==> src/rtl/rtc_cal_pkg.sv <==
package rtc_cal_pkg;

    localparam int YEAR_DIGITS = 4;
    localparam int YEAR_W      = 4 * YEAR_DIGITS;

    // Byte offsets decoded by the register front end
    localparam int OFS_TIME_RD = 'h00;
    localparam int OFS_TIME_MT = 'h04;
    localparam int OFS_TIME_LD = 'h08;
    localparam int OFS_MASK    = 'h10;
    localparam int OFS_RAW     = 'h14;
    localparam int OFS_MSTAT   = 'h18;
    localparam int OFS_CLEAR   = 'h1C;
    localparam int OFS_YEAR_RD = 'h30;
    localparam int OFS_YEAR_MT = 'h34;
    localparam int OFS_YEAR_LD = 'h38;

    typedef struct packed {
        logic [2:0] rsvd;
        logic [3:0] mon;
        logic [4:0] mday;
        logic [2:0] wday;
        logic [4:0] hour;
        logic [5:0] min;
        logic [5:0] sec;
    } cal_time_t;

    localparam cal_time_t RESET_TIME = '{rsvd: 3'd0, mon: 4'd1, mday: 5'd1,
                                         wday: 3'd7, hour: 5'd0, min: 6'd0,
                                         sec: 6'd0};
    localparam logic [YEAR_W-1:0] RESET_YEAR = 16'h2000;

    // Divisible by 4 for a two-digit BCD value: 10*t+o = 2*t+o (mod 4)
    function automatic logic bcd2_div4(input logic [7:0] v);
        logic [4:0] s;
        s = {3'b000, v[4], 1'b0} + {1'b0, v[3:0]};
        return s[1:0] == 2'b00;
    endfunction

    function automatic logic leap_year(input logic [YEAR_W-1:0] y);
        if (y[7:0] == 8'h00)
            return bcd2_div4(y[15:8]);
        return bcd2_div4(y[7:0]);
    endfunction

    function automatic logic [4:0] month_len(input logic [3:0] mon,
                                             input logic [YEAR_W-1:0] y);
        case (mon)
            4'd2:                     return leap_year(y) ? 5'd29 : 5'd28;
            4'd4, 4'd6, 4'd9, 4'd11:  return 5'd30;
            default:                  return 5'd31;
        endcase
    endfunction

endpackage

==> src/rtl/rtc_cal_step.sv <==
module rtc_cal_step
    import rtc_cal_pkg::*;
(
    input  cal_time_t          cur,
    input  logic [YEAR_W-1:0]  year,
    output cal_time_t          nxt,
    output logic               year_roll
);
    logic       sec_w, min_w, hr_w, day_w, mon_w;
    logic [4:0] mlen;

    always_comb begin
        mlen  = month_len(cur.mon, year);
        sec_w = cur.sec >= 6'd59;
        min_w = sec_w && (cur.min >= 6'd59);
        hr_w  = min_w && (cur.hour >= 5'd23);
        day_w = hr_w && (cur.mday >= mlen);
        mon_w = day_w && (cur.mon >= 4'd12);

        nxt     = cur;
        nxt.sec = sec_w ? 6'd0 : cur.sec + 6'd1;
        if (sec_w)
            nxt.min = min_w ? 6'd0 : cur.min + 6'd1;
        if (min_w)
            nxt.hour = hr_w ? 5'd0 : cur.hour + 5'd1;
        if (hr_w) begin
            nxt.wday = (cur.wday >= 3'd7) ? 3'd1 : cur.wday + 3'd1;
            nxt.mday = day_w ? 5'd1 : cur.mday + 5'd1;
        end
        if (day_w)
            nxt.mon = mon_w ? 4'd1 : cur.mon + 4'd1;
        year_roll = mon_w;
    end
endmodule

==> src/rtl/rtc_bcd_inc.sv <==
module rtc_bcd_inc #(
    parameter int DIGITS = 4
) (
    input  logic [4*DIGITS-1:0] din,
    output logic [4*DIGITS-1:0] dout
);
    logic [DIGITS-1:0] cy;
    assign cy[0] = 1'b1;

    for (genvar g = 0; g < DIGITS; g++) begin : g_dig
        logic [3:0] d;
        assign d = din[4*g +: 4];
        assign dout[4*g +: 4] = !cy[g] ? d : ((d >= 4'd9) ? 4'd0 : d + 4'd1);
        if (g < DIGITS - 1) begin : g_cy
            assign cy[g+1] = cy[g] && (d >= 4'd9);
        end
    end
endmodule

==> src/rtl/rtc_alarm.sv <==
module rtc_alarm (
    input  logic clk,
    input  logic rst,
    input  logic hit,
    input  logic mask_we,
    input  logic mask_d,
    input  logic clr_we,
    input  logic clr_d,
    output logic raw,
    output logic mask,
    output logic irq
);
    always_ff @(posedge clk) begin
        if (rst) begin
            raw  <= 1'b0;
            mask <= 1'b0;
        end else begin
            if (mask_we)
                mask <= mask_d;
            if (hit)
                raw <= 1'b1;
            else if (clr_we && clr_d)
                raw <= 1'b0;
        end
    end

    assign irq = raw & mask;
endmodule

==> src/rtl/rtc_calendar.sv <==
module rtc_calendar
    import rtc_cal_pkg::*;
#(
    parameter int ADDR_W = 8
) (
    input  logic              clk,
    input  logic              rst,
    input  logic              sec_tick,
    input  logic              wr_en,
    input  logic [ADDR_W-1:0] wr_addr,
    input  logic [31:0]       wr_data,
    input  logic [ADDR_W-1:0] rd_addr,
    output logic [31:0]       rd_data,
    output logic              irq
);
    cal_time_t          time_q, tmatch_q, time_nxt;
    logic [YEAR_W-1:0]  year_q, ymatch_q, ystage_q, year_inc, year_adv;
    logic               ypend_q, year_roll;
    logic               ld_time, ld_year, wr_tmt, wr_ymt, wr_mask, wr_clr;
    logic               alarm_hit, alarm_raw, alarm_mask;

    assign ld_time = wr_en && (wr_addr == ADDR_W'(OFS_TIME_LD));
    assign ld_year = wr_en && (wr_addr == ADDR_W'(OFS_YEAR_LD));
    assign wr_tmt  = wr_en && (wr_addr == ADDR_W'(OFS_TIME_MT));
    assign wr_ymt  = wr_en && (wr_addr == ADDR_W'(OFS_YEAR_MT));
    assign wr_mask = wr_en && (wr_addr == ADDR_W'(OFS_MASK));
    assign wr_clr  = wr_en && (wr_addr == ADDR_W'(OFS_CLEAR));

    rtc_cal_step step_i (
        .cur       (time_q),
        .year      (year_q),
        .nxt       (time_nxt),
        .year_roll (year_roll)
    );

    rtc_bcd_inc #(.DIGITS(YEAR_DIGITS)) yinc_i (
        .din  (year_q),
        .dout (year_inc)
    );

    assign year_adv  = year_roll ? year_inc : year_q;
    assign alarm_hit = sec_tick && !ld_time &&
                       (time_nxt == tmatch_q) && (year_adv == ymatch_q);

    always_ff @(posedge clk) begin
        if (rst) begin
            time_q   <= RESET_TIME;
            year_q   <= RESET_YEAR;
            tmatch_q <= '0;
            ymatch_q <= '0;
            ystage_q <= RESET_YEAR;
            ypend_q  <= 1'b0;
        end else begin
            if (ld_time) begin
                time_q  <= cal_time_t'(wr_data);
                ypend_q <= 1'b0;
                if (ypend_q)
                    year_q <= ystage_q;
            end else if (sec_tick) begin
                time_q <= time_nxt;
                year_q <= year_adv;
            end
            if (ld_year) begin
                ystage_q <= wr_data[YEAR_W-1:0];
                ypend_q  <= 1'b1;
            end
            if (wr_tmt)
                tmatch_q <= cal_time_t'(wr_data);
            if (wr_ymt)
                ymatch_q <= wr_data[YEAR_W-1:0];
        end
    end

    rtc_alarm alarm_i (
        .clk     (clk),
        .rst     (rst),
        .hit     (alarm_hit),
        .mask_we (wr_mask),
        .mask_d  (wr_data[0]),
        .clr_we  (wr_clr),
        .clr_d   (wr_data[0]),
        .raw     (alarm_raw),
        .mask    (alarm_mask),
        .irq     (irq)
    );

    always_comb begin
        case (rd_addr)
            ADDR_W'(OFS_TIME_RD): rd_data = time_q;
            ADDR_W'(OFS_TIME_MT): rd_data = tmatch_q;
            ADDR_W'(OFS_MASK):    rd_data = {31'd0, alarm_mask};
            ADDR_W'(OFS_RAW):     rd_data = {31'd0, alarm_raw};
            ADDR_W'(OFS_MSTAT):   rd_data = {31'd0, irq};
            ADDR_W'(OFS_YEAR_RD): rd_data = 32'(year_q);
            ADDR_W'(OFS_YEAR_MT): rd_data = 32'(ymatch_q);
            default:              rd_data = 32'd0;
        endcase
    end
endmodule

==> config.mk <==
export PLATFORM = sky130hd
export DESIGN_NAME = rtc_calendar
export DESIGN_NICKNAME = d
export VERILOG_FILES = /design/src/rtl/rtc_cal_pkg.sv /design/src/rtl/rtc_cal_step.sv /design/src/rtl/rtc_bcd_inc.sv /design/src/rtl/rtc_alarm.sv /design/src/rtl/rtc_calendar.sv
export SDC_FILE = /design/constraint.sdc
export NUM_CORES = 1
export LEC_CHECK = 0
export CAP_MARGIN = 20
export CELL_PAD_IN_SITES_DETAIL_PLACEMENT = 0
export CELL_PAD_IN_SITES_GLOBAL_PLACEMENT = 1
export CORE_MARGIN = 2
export CORE_UTILIZATION = 45
export DETAILED_ROUTE_END_ITERATION = 6
export PLACE_DENSITY_LB_ADDON = 0.1
export SYNTH_ARGS = -nofsm -noshare
export SYNTH_HDL_FRONTEND = slang
export SYNTH_SLANG_ARGS = --single-unit
==> constraint.sdc <==
create_clock -name clk -period 6.88 [get_ports clk]
set_input_delay 1.032 -clock clk [delete_from_list [all_inputs] [get_ports clk]]
set_output_delay 1.032 -clock clk [all_outputs]
set_load 0.01 [all_outputs]
Word level (Yosys, flattened, before mapping) --
Index checks and enable logic that the tools add are counted.
Word-level totals: memories 0, bits in read-only memories 0, latch bits 0, bits in writable memories 0, register bits after elaboration 115, logic and storage cells 124, input port bits 52, output and inout bits 33
Operators by class: reductions and logical operators 26, bitwise logic cells 1, div/mod/pow operators 0, $add $sub $neg 12, shift operators 0, eq/ne operators 20, multipliers 0, magnitude comparators 10, mux-type cells 35
Operator list (count):
- 32-bit case mux with 7 select lines | 1
- 16-bit two-way mux | 4
- 8-bit by 5-bit equality test with 1-bit output, second input constant | 5
- 4-bit two-way mux | 9
- 32-bit equality test | 1
- 8-bit by 6-bit equality test with 1-bit output, second input constant | 4
- 32-bit two-way mux | 1
- 29-bit two-way mux | 1
- 4-bit by 1-bit adder with 4-bit output, second input constant | 5
- 4-bit >= comparator, second input constant | 5
- 6-bit two-way mux | 3
- 16-bit equality test | 1
- 8-bit by 3-bit equality test with 1-bit output, second input constant | 2
- 1-bit logical AND | 16
- 8-bit logical NOT | 2
- 5-bit two-way mux | 3
- 6-bit by 1-bit adder with 6-bit output, second input constant | 2
- 6-bit >= comparator, second input constant | 2
- 5-bit by 1-bit adder with 5-bit output, second input constant | 2
- 1-bit two-way mux | 10
- 5-bit case mux with 2 select lines | 1
- 4-bit by 3-bit equality test with 1-bit output, second input constant | 2
- 4-bit equality test, second input constant | 2
- 8-bit by 4-bit equality test with 1-bit output, second input constant | 1
- 15 further kinds | 19

Depth between registers and ports, before layout --
depth after elaboration 16, depth in mapped cells 21, mapped depth without buffers 19

Modules after synthesis --
Synthesis repeated with hierarchy kept, for this count alone.
Unflattened totals: cell total of the unflattened synthesis 886, area total of the unflattened synthesis 7297.0 um^2
Modules (own cells, without submodules):
- rtc_calendar | times used 1, cells an instance 655, area an instance 5716.7 um^2
- rtc_cal_step | times used 1, cells an instance 146, area an instance 974.7 um^2
- rtc_bcd_inc | times used 1, cells an instance 77, area an instance 523.0 um^2
- rtc_alarm | times used 1, cells an instance 8, area an instance 82.6 um^2

Worst setup path before layout --
OpenSTA, ideal clock, no wires.
kind register to register, start point reg year_q[4], end point reg alarm_i.raw, setup time 0.084 ns, setup slack 2.853 ns, clock period less this slack 4.027 ns, cell stages (with the launch flop) 20, path buffers 0, arrival 3.943 ns, cell sequence dfxtp_1 > inv_1 > ha_1 > nor4b_1 > nand3_1 > nor3_1 > a31oi_1 > a21oi_1 > nor3_1 > a21oi_1 > ha_1 > nand2b_1 > a21oi_1 > nor4_4 > and3_1 > a21oi_1 > xnor2_1 > or4_1 > or4_1 > o31ai_2
On the way: longest elaborated chain between the ends 16
Ends and longest elaborated chain:
- start, declared | RTL line rtc_calendar.sv:17 | logic [YEAR_W-1:0] year_q, ymatch_q, ystage_q, year_inc, year_adv;
- start signal, assigned | RTL line rtc_calendar.sv:58 | year_q <= ystage_q;
- start signal, assigned | RTL line rtc_calendar.sv:61 | year_q <= year_adv;
- 8-bit logical NOT | RTL line rtc_cal_pkg.sv:41 | if (y[7:0] == 8'h00)
- 1-bit two-way mux | RTL line rtc_cal_pkg.sv:41
- 1-bit two-way mux | RTL line rtc_cal_pkg.sv:48 | case (mon)
- 1-bit two-way mux | RTL line rtc_cal_pkg.sv:43 | return bcd2_div4(y[7:0]);
- 1-bit two-way mux | RTL line rtc_cal_pkg.sv:48
- 1-bit two-way mux | RTL line rtc_cal_pkg.sv:49 | 4'd2: return leap_year(y) ? 5'd29 : 5'd28;
- 5-bit case mux with 2 select lines | RTL line rtc_cal_pkg.sv:48
- 5-bit >= comparator | RTL line rtc_cal_step.sv:17 | day_w = hr_w && (cur.mday >= mlen);
- 1-bit logical AND | RTL line rtc_cal_step.sv:17
- 1-bit logical AND | RTL line rtc_cal_step.sv:18 | mon_w = day_w && (cur.mon >= 4'd12);
- 4-bit two-way mux | RTL line rtc_cal_step.sv:31 | nxt.mon = mon_w ? 4'd1 : cur.mon + 4'd1;
- 4-bit two-way mux | RTL line rtc_cal_step.sv:30 | if (day_w)
- 32-bit equality test | RTL line rtc_calendar.sv:43 | (time_nxt == tmatch_q) && (year_adv == ymatch_q);
- 1-bit logical AND | RTL line rtc_calendar.sv:42 | assign alarm_hit = sec_tick && !ld_time &&
- 1-bit logical AND (*) | RTL line rtc_calendar.sv:43
- 1-bit two-way mux or 2-bit nonzero test (tied branches)
- end signal, assigned | RTL line rtc_alarm.sv:15 | raw <= 1'b0;
- end signal, assigned | RTL line rtc_alarm.sv:21 | raw <= 1'b1;
- end signal, assigned | RTL line rtc_alarm.sv:23 | raw <= 1'b0;
- end, declared | RTL line rtc_alarm.sv:9 | output logic raw,
Every way passes the cells marked *; elsewhere a longest branch is shown, timed or not. The select of a mux whose other input is x is not followed. A chain may end at the register's enable or synchronous reset.

Final worst setup path --
Same ends and word-level chain as after synthesis.

==> reports/qor.csv <==
stage,metric,value,unit
hold_path,hold-path-cell-count,2,
die,die-area,17900,um2
final_layout,layout-drive-gt1-share,6.17,%
clock_tree,cts-resized-gates,0,
clock_tree,cts_made_buffers,17,
setup_path,end_kind,register,
setup_path,critPathLaunchType,register,
die,ioPinCount,85,
drt,drcViolationCount,0,
hold_path,hold_class,register to register,
setup_path,rrSetupSlack,1.66,ns
drt,dr_wl_met3,1860,um
grt,gr-total-overflow,0,
setup_path,cp_data_arrival_time,5.56,ns
sta,fmax,192,MHz
pwr,sw_frac_of_total,22.8,%
synth,ys_seq_area_share,30.3,%
setup_path,r2r-end,alarm_i.raw$_SDFFE_PP0P_,
synth,syn_inst,1017,
pwr,ir_drop,171,uV
sta,worst_pin_slew,1.13,ns
sta,slew_violations,0,
setup_path,r2r.worst_path.cells,19,
synth,async_flop_share,0,%
final_layout,syn2layout_area_growth,20.2,%
pwr,p_leak,3.53,nW
grt,grt_pass1_vias,7191,
pwr,cellPowerDensity,190,nW/um2
pwr,pwr-share-seq,39.3,%
clock_tree,postCtsSetupBuffers,0,
clock_tree,cts_sinks,115,
placement,io_buffer_count,84,
sta,setup-violations-final,0,
clock_tree,clk_pin_slew,0.05,ns
placement,dpl.hpwl,18900,um
synth,ys_ff_latch,115,
sta,rsz0062_at_grt,no,
die,coreArea,16500,um2
die,rows,47,
synth,avgSynthCellArea,7.47,um2
clock_tree,h-tree-depth,4,
pwr,comb_power_share,6.1,%
final_layout,final_common_cell,nand2_1,
final_layout,fin_nets,1134,
grt,grt_use_total,30.4,%
clock_tree,clk_latency,0.42,ns
sta,holdWs,0.478,ns
clock_tree,cts_hold_buffers,0,
grt,grt_max_degree,80,
pwr,internal-power,0.00134,W
hold_path,hp-start,ypend_q$_SDFFE_PP0P_,
clock_tree,cts_tree,built,
synth,syn-num-nets,1094,
synth,synth_flop_cell,dfxtp_1,
setup_path,cp.required,7.22,ns
final_layout,final_cell_mix,"nand2_1 (173), dfxtp_1 (115), nor2_1 (104)",
clock_tree,clock_path_buffers,2,
placement,gp_congestion,0.928,
grt,grt_pass1_wl,42100,um
drt,dr.pass1.iters,6,
setup_path,crit_type,register to register,
sta,period_share,75.9,%
die,dieWidth,134,um
drt,wl_per_cell,20.7,um
hold_path,hold_path_end,ypend_q$_SDFFE_PP0P_,
drt,top_layer_used,met4,
sta,setup_tns,0,ns
drt,ant_nets,0,
sta,slew_headroom,24.4,%
setup_path,cp_max_fo,7,
job,cap_violations,0,
sta,hold_viol,0,
grt,antenna_found_initial,0,
synth,yosys_warnings,0,
setup_path,reg2reg_from,year_q[4]$_SDFFE_PP0P_,
synth,synth_edf_count,0,
drt,via_count,7815,
drt,drtIter0Drc,807,
pwr,pwr-share-clk,54.6,%
final_layout,n_antenna_cell,0,
die,die_y,134,um
drt,avgViaCountPerCell,6.06,
synth,syn-cell-area,7600,um2
drt,wirelength,26700,um
clock_tree,cts_root_buffer,clkbuf_16,
die,start_util,46.0,%
outcome,outcome,completed,
synth,yosys.cell_types.count,72,
drt,dr_wl_met2,12000,um
sta,fin_crit,5.22,ns
pwr,p_sw,0.000396,W
sta,finClkSkew,0.00748,ns
drt,wl_met1,12400,um
## worst max-delay path: stages, from the launching register on
cell and delay (ns):
dfxtp_1 0.47, inv_1 0.16, ha_1 0.22, nor4b_1 0.14
nand3_1 0.11, nor3_1 0.06, a31oi_1 0.27, a21oi_1 0.11
nor3_1 0.18, a21oi_1 0.07, ha_1 0.29, nand2b_1 0.11
a21oi_1 0.24, nor4_1 0.82, nand2_1 0.35, o31ai_1 0.42
xnor2_1 0.17, o2111ai_1 0.13, or4_1 0.58, o31ai_2 0.24
## sequential cells by signal (all words and copies together) (netlist names)
signal,flops
alarm_i.mask,1
alarm_i.raw,1
time_q,32
tmatch_q,32
year_q,16
ymatch_q,16
ypend_q,1
ystage_q,16
## final cells by class
type                    count  area (um2)
fillers                  1624        7390
multi-input cells         804        4920
flip-flops and latches    115        2300
repair buffers             96         936
clock buffers              21         460
well taps                 220         275
clock inverters            10         156
inverters                  23        86.3
## power by group through the flow
stage                     Clock (W)  Sequential (W)  Combinational [W]
final                      0.000947        0.000681           0.000105
after global routing       0.000985        0.000682           0.000114
after CTS                  0.000953        0.000681           0.000105
after detailed placement          0        0.000695           0.000104
after global placement            0        0.000695           0.000104
after floorplan                   0        0.000689          0.0000497
## cell usage after synthesis (all sizes together), types with 4 or more instances
cell,instances,share of area [%]
and3,9,0.74
or3,8,0.66
a31oi,9,0.74
buf,13,1.2
o32ai,4,0.46
and2,6,0.49
o22ai,6,0.49
nand4b,5,0.58
nor4,13,1.3
dfxtp,115,30
nor3b,9,0.89
o2111ai,4,0.92
a222oi,15,2.0
nand2b,7,0.58
o311ai,6,0.69
inv,22,1.1
o211ai,15,1.5
o31ai,10,1.1
nor3,24,1.6
clkbuf,62,3.1
a211oi,18,1.8
a22o,16,1.8
nand3,36,2.4
ha,25,4.1
nor2,105,5.2
o21ai,46,3.0
nand2,174,8.7
xor2,20,2.3
or4,6,0.69
o221ai,6,0.69
nand4,8,0.74
xnor2,21,2.4
mux2i,36,4.7
a21oi,93,6.1
## layer usage
layer | vias to the layer above | global-route usage [%]
met5 | - | 0
met4 | 0 | 8.87
met2 | 295 | 47.0
met3 | 31 | 5.67
li1 | 3768 | -
met1 | 3721 | 43.2
## through the flow
stage	area (um2)	instances	power [W]	worst slack [ns]	util (%)
2_1_floorplan	7600	1017	0.000739	2.85	-
3_3_place_gp	8500	1256	0.000799	1.74	51.4
3_5_place_dp	8500	1256	0.000799	1.79	51.4
4_1_cts	9110	1287	0.00174	1.76	55.2
5_1_grt	9140	1289	0.00178	1.31	55.3
6_report	9140	1289	0.00173	1.66	55.3
## logic make-up (layout without fill, tap and decap cells)
group | count (synthesis) | after routing | share of synthesized area [%]
simple gates | 427 | 427 | 26.2
flops | 115 | 115 | 30.3
buf+inv | 98 | 150 | 5.42
mux | 36 | 36 | 4.74
fa+ha+maj | 26 | 26 | 4.25
xor+xnor | 41 | 41 | 4.72
compound gates | 274 | 274 | 24.3
## worst max path at each step
stage	from	end	slack (ns)	depth (start not counted)
6_report	year_q[4]$_SDFFE_PP0P_	alarm_i.raw$_SDFFE_PP0P_	1.66	19
4_1_cts	year_q[4]$_SDFFE_PP0P_	alarm_i.raw$_SDFFE_PP0P_	1.76	19
3_5_place_dp	rd_addr[1]	rd_data[5]	1.79	8
3_3_place_gp	rd_addr[1]	rd_data[5]	1.74	8
2_1_floorplan	year_q[4]$_SDFFE_PP0P_	alarm_i.raw$_SDFFE_PP0P_	2.85	19
5_1_grt	year_q[4]$_SDFFE_PP0P_	alarm_i.raw$_SDFFE_PP0P_	1.31	19
No activity file was read; power rests on OpenSTA's default activity.
